--- src/rtl/nanq_pkg.sv ---
// Shared constants for the NaN classification and quieting unit.
// Assumes the IEEE 754 binary64 layout: sign, then exponent, then fraction.
package nanq_pkg;
    localparam int unsigned DP_EXP_W  = 11;
    localparam int unsigned DP_FRAC_W = 52;

    // Positions of the categories in the one-hot class output
    typedef enum int unsigned {
        CLS_ZERO   = 0,
        CLS_SUB    = 1,
        CLS_NORM   = 2,
        CLS_INF    = 3,
        CLS_QNAN   = 4,
        CLS_SNAN   = 5,
        CLS_COUNT  = 6
    } cls_idx_e;

    localparam int unsigned CLS_W = CLS_COUNT;
endpackage

--- src/rtl/nanq_field_decode.sv ---
// Splits an operand into exponent and fraction summaries.
// Assumes the fraction occupies the low FRAC_W bits and the exponent sits directly above it.
module nanq_field_decode #(
    parameter int unsigned EXP_W  = 11,
    parameter int unsigned FRAC_W = 52,
    localparam int unsigned WORD_W = 1 + EXP_W + FRAC_W
) (
    input  logic [WORD_W-1:0] op_i,
    output logic              exp_ones_o,
    output logic              exp_zero_o,
    output logic              frac_zero_o,
    output logic              qbit_o
);
    logic [EXP_W-1:0]  exp_f;
    logic [FRAC_W-1:0] frac_f;

    // Extract the fields and reduce them to the flags the classifier needs
    always_comb begin
        exp_f       = op_i[WORD_W-2:FRAC_W];
        frac_f      = op_i[FRAC_W-1:0];
        exp_ones_o  = &exp_f;
        exp_zero_o  = ~|exp_f;
        frac_zero_o = ~|frac_f;
        qbit_o      = frac_f[FRAC_W-1];
    end
endmodule

--- src/rtl/nanq_classify.sv ---
// Builds the one-hot category vector from the field flags and the signaling verdict.
// Assumes snan_i is only ever high for operands that are NaNs.
module nanq_classify
    import nanq_pkg::*;
(
    input  logic             exp_ones_i,
    input  logic             exp_zero_i,
    input  logic             frac_zero_i,
    input  logic             snan_i,
    output logic [CLS_W-1:0] class_o
);
    // Set exactly one category bit
    always_comb begin
        class_o = '0;
        if (exp_zero_i) begin
            if (frac_zero_i) class_o[CLS_ZERO] = 1'b1;
            else             class_o[CLS_SUB]  = 1'b1;
        end else if (exp_ones_i) begin
            if (frac_zero_i)  class_o[CLS_INF]  = 1'b1;
            else if (snan_i)  class_o[CLS_SNAN] = 1'b1;
            else              class_o[CLS_QNAN] = 1'b1;
        end else begin
            class_o[CLS_NORM] = 1'b1;
        end
    end
endmodule

--- src/rtl/nanq_quieter.sv ---
// Produces the quiet form of a signaling NaN under either convention.
// Assumes do_quiet_i is high only for signaling NaNs; otherwise the operand passes through.
module nanq_quieter #(
    parameter int unsigned EXP_W  = 11,
    parameter int unsigned FRAC_W = 52,
    localparam int unsigned WORD_W = 1 + EXP_W + FRAC_W
) (
    input  logic [WORD_W-1:0] op_i,
    input  logic              nan2008_i,
    input  logic              do_quiet_i,
    output logic [WORD_W-1:0] quiet_o,
    output logic              applied_o
);
    localparam logic [FRAC_W-1:0] QMASK  = {1'b1, {(FRAC_W-1){1'b0}}};
    localparam logic [FRAC_W-1:0] FBMASK = {2'b01, {(FRAC_W-2){1'b0}}};

    logic [FRAC_W-1:0] frac_in;
    logic [FRAC_W-1:0] frac_set;
    logic [FRAC_W-1:0] frac_clr;
    logic [FRAC_W-1:0] frac_legacy;

    // Form both candidate fractions; the older convention needs the bit-50 fallback
    always_comb begin
        frac_in     = op_i[FRAC_W-1:0];
        frac_set    = frac_in | QMASK;
        frac_clr    = frac_in & ~QMASK;
        frac_legacy = (frac_clr == '0) ? FBMASK : frac_clr;
    end

    // Select the output word and report whether quieting took place
    always_comb begin
        quiet_o   = op_i;
        applied_o = 1'b0;
        if (do_quiet_i) begin
            quiet_o[FRAC_W-1:0] = nan2008_i ? frac_set : frac_legacy;
            applied_o           = 1'b1;
        end
    end
endmodule

--- src/rtl/nanq_unit.sv ---
// Top level: NaN detection, signaling test, quieting and one-hot classification.
// Purely combinational; assumes a binary64-shaped operand given by EXP_W and FRAC_W.
module nanq_unit
    import nanq_pkg::*;
#(
    parameter int unsigned EXP_W  = DP_EXP_W,
    parameter int unsigned FRAC_W = DP_FRAC_W,
    localparam int unsigned WORD_W = 1 + EXP_W + FRAC_W
) (
    input  logic [WORD_W-1:0] op_i,
    input  logic              nan2008_i,
    output logic              is_nan_o,
    output logic              is_snan_o,
    output logic [WORD_W-1:0] quiet_o,
    output logic              invalid_o,
    output logic [CLS_W-1:0]  class_o
);
    logic exp_ones, exp_zero, frac_zero, qbit;
    logic nan_w, snan_w;

    nanq_field_decode #(.EXP_W(EXP_W), .FRAC_W(FRAC_W)) dec_i (
        .op_i        (op_i),
        .exp_ones_o  (exp_ones),
        .exp_zero_o  (exp_zero),
        .frac_zero_o (frac_zero),
        .qbit_o      (qbit)
    );

    // Decide NaN status and signaling status under the selected convention
    always_comb begin
        nan_w  = exp_ones & ~frac_zero;
        snan_w = nan_w & (nan2008_i ^ qbit);
    end

    nanq_quieter #(.EXP_W(EXP_W), .FRAC_W(FRAC_W)) qt_i (
        .op_i       (op_i),
        .nan2008_i  (nan2008_i),
        .do_quiet_i (snan_w),
        .quiet_o    (quiet_o),
        .applied_o  (invalid_o)
    );

    nanq_classify cls_i (
        .exp_ones_i  (exp_ones),
        .exp_zero_i  (exp_zero),
        .frac_zero_i (frac_zero),
        .snan_i      (snan_w),
        .class_o     (class_o)
    );

    // Drive the status outputs
    always_comb begin
        is_nan_o  = nan_w;
        is_snan_o = snan_w;
    end
endmodule

--- config.mk ---
export PLATFORM = sky130hd
export DESIGN_NAME = nanq_unit
export DESIGN_NICKNAME = d
export VERILOG_FILES = /design/src/rtl/nanq_pkg.sv /design/src/rtl/nanq_field_decode.sv /design/src/rtl/nanq_classify.sv /design/src/rtl/nanq_quieter.sv /design/src/rtl/nanq_unit.sv
export SDC_FILE = /design/constraint.sdc
export NUM_CORES = 1
export LEC_CHECK = 0
export ABC_AREA = 1
export BUFFER_PORTS_ARGS = -buffer_cell sky130_fd_sc_hd__buf_2
export CAP_MARGIN = 5
export CORE_MARGIN = 10
export CORE_UTILIZATION = 31
export DETAILED_ROUTE_END_ITERATION = 12
export GPL_ROUTABILITY_DRIVEN = 0
export MAX_ROUTING_LAYER = met4
export PLACE_DENSITY_LB_ADDON = 0.12
export SLEW_MARGIN = 20
export SYNTH_ARGS = -nofsm -noshare
export SYNTH_HDL_FRONTEND = slang
export SYNTH_HIERARCHICAL = 1
export SYNTH_SLANG_ARGS = --single-unit
--- constraint.sdc ---
create_clock -name vclk -period 2.06
set_input_delay 0.206 -clock vclk [all_inputs]
set_output_delay 0.206 -clock vclk [all_outputs]
set_load 0.02 [all_outputs]
==> flow_summary_export.csv <==
group,metric,value,unit
layout,seq_area,0,µm²
worst_hold_path,hold_path.class,"in -> out",
worst_setup_path,crit_path_frequent_cell,"nand2_1",
grt,grt_first_pass_wirelength,5650,µm
pwr,vdd_drop_max,170,µV
timing,drv_slew,0,
pwr,pwr-share-comb,100.0,%
grt,grt_pass1_vias,1363,
pwr,seqPwrFrac,0,%
die,dieHeight,74.4,µm
yosys,synth_top_area_share,27.9,%
layout,layout-drive-gt1-share,48.5,%
detailed_routing,drc,0,
die,ios,138,
yosys,yosysMostFrequentCell,"nor2_1",
yosys,ys_types,14,
pwr,p_int,108,µW
grt,grt_max_degree,7,
yosys,synth-simple-area-share,54.5,%
timing,fin_crit_sh,87.8,%
pwr,p_leak,0.000884,µW
detailed_routing,post_drt_wl_per_cell,11.9,µm
detailed_routing,wirelength,3880,µm
timing,worst_pin_slew,0.181,ns
timing,finalHoldViolations,0,
timing,fin_setup_tns,0,ns
die,die_area,5530,µm²
die,rows,19,
die,core_area,2780,µm²
yosys,postSynthAreaPerCell,4.13,µm²
die,die_w,74.4,µm
worst_setup_path,cp_slowest_cell,"nor3_2",
grt,grtUsageTotal,12.3,%
timing,min_period,1.81,ns
yosys,synthTopCellsByArea,"nor2_1 28%, clkbuf_1 20%, nand2_1 18%",
worst_hold_path,hold_depth,0,
flow_run,maxCapViolations,0,
grt,antenna_found_initial,0,
worst_setup_path,critPathMaxStageDelay,0.20,ns
placed_design,dp_hpwl,3610,µm
cts,postCtsSetupBuffers,0,
detailed_routing,vias_per_cell,4.05,
worst_setup_path,cp-end-kind,"output pin",
worst_hold_path,min_to,"quiet_o[63]",
layout,final_nets,362,
yosys,synth_mux_area_share,0,%
yosys,syn_area,916,µm²
layout,diodes,0,
detailed_routing,ant_nets,0,
run_status,status,"complete, no violations",
grt,overflow,0,
worst_setup_path,cp_cell_sequence,"buf_2, nand4_1, nor3_2, inv_1, nor2_2, inv_1, nor2_4, nand2_1, nor2_1, nand2_1, nor2_1, nand2_1, nand2_1, clkbuf_4",
detailed_routing,drt_iter0_drc,24,
yosys,synth_cells,222,
worst_setup_path,crit_family,"simple AND/OR/NAND/NOR gates",
placed_design,place_ws,0.196,ns
timing,max_freq,0.553,GHz
worst_setup_path,crit_buf_inv,4,
yosys,synth_compound_area_share,0.820,%
detailed_routing,vias,1320,
layout,seq_cells,0,
timing,timing.hold.ws,0.412,ns
yosys,synth_top_family_by_area,"simple AND/OR/NAND/NOR gates",
worst_setup_path,cp.arrival,1.60,ns
timing,setup_viol,0,
pwr,switching_share,62.4,%
pwr,p_clk_share,0,%
timing,timing.final.ws_setup,0.251,ns
worst_hold_path,min_from,"op_i[63]",
pwr,p_total,287,µW
layout,area_delta_synth_final,49.0,%
timing,grt_setup_unrepaired,"no",
yosys,synth_common_cells,"68 x nor2_1, 50 x clkbuf_1, 45 x nand2_1, 30 x inv_1, 14 x buf_4",
worst_setup_path,crit_path_max_fanout,6,
detailed_routing,dr.pass1.iters,4,
yosys,synth_fa_ha_area_share,0,%
yosys,synth_seq_area_share,0,%
worst_setup_path,required,1.85,ns
yosys,synthXorXnorAreaFrac,0,%
pwr,power_density,210,nW/µm²
yosys,synth_warnings,6,
worst_setup_path,crit_path_start_kind,"input port",
die,start_util,32.9,%
yosys,postSynthNetCount,287,
pwr,p_switching,179,µW
worst_setup_path,critical_path_class,"in -> out",
layout,nClkBuffers,0,
timing,slew_headroom,88.0,%
placed_design,port_buffers,136,
yosys,synth_area_leader_cell,"nor2_1",
-- layout make-up --
| cell class | count | area (µm²) |
|---|---|---|
| Multi-Input combinational cell | 127 | 519 |
| Timing Repair Buffer | 137 | 691 |
| Fill cell | 350 | 1420 |
| Tap cell | 31 | 38.8 |
| Inverter | 31 | 116 |
-- cell usage in the layout (no fill, tap or decap), types with 2 or more instances in the layout --
cell type,synthesis,layout
inv_1,30,30
nand3_1,2,2
nor3_1,3,2
nor2_1,68,67
nor2_2,2,2
nand4_1,3,3
buf_2,0,135
nand2_1,45,45
-- timing repair --
action | CTS | global route
endpoints found under the setup margin | 0 | 1
gates resized for setup | 0 | 2
hold buffers | 0 | 0
endpoints found under the hold margin | 0 | 0
-- power by group through the flow --
stage	logic, µW	clock network [µW]	registers, µW
finish	287	0	0
global route	317	0	0
CTS	291	0	0
detailed placement	290	0	0
global placement	289	0	0
floorplan	181	0	0
-- routing by layer --
layer  up-vias  GRT usage [%]  wire, µm  share of wire, %
li1        731              -         -                 -
met1       507           13.4      1560                40
met2        80           23.0      1800                46
met3         2           2.93       500                13
met4         0          0.610        14              0.36
met5         -              -         0                 0
-- how the worst max path moves through the flow --
| stage | startpoint | end | slack [ns] | depth (start not counted) |
|---|---|---|---|---|
| floorplan | op_i[60] | quiet_o[50] | 0.08 | 12 |
| global placement | op_i[38] | quiet_o[50] | 0.21 | 17 |
| detailed placement | op_i[38] | quiet_o[50] | 0.20 | 17 |
| CTS | op_i[38] | quiet_o[50] | 0.19 | 17 |
| global route | op_i[60] | quiet_o[50] | 0.004 | 14 |
| finish | op_i[60] | quiet_o[50] | 0.25 | 14 |
-- logic make-up (layout without fill, tap and decap cells) --
family / after synthesis / in the layout
buf+inv: 95 / 168
compound gates: 1 / 1
simple gates: 126 / 126
-- through the flow --
stage,util (%),cell area (µm²),instances
CTS,48.8,1360,326
global placement,48.8,1360,326
global route,49.1,1370,326
detailed placement,48.8,1360,326
floorplan,-,923,222
finish,49.1,1370,326
Note: power is estimated with default switching activity, not from simulation.
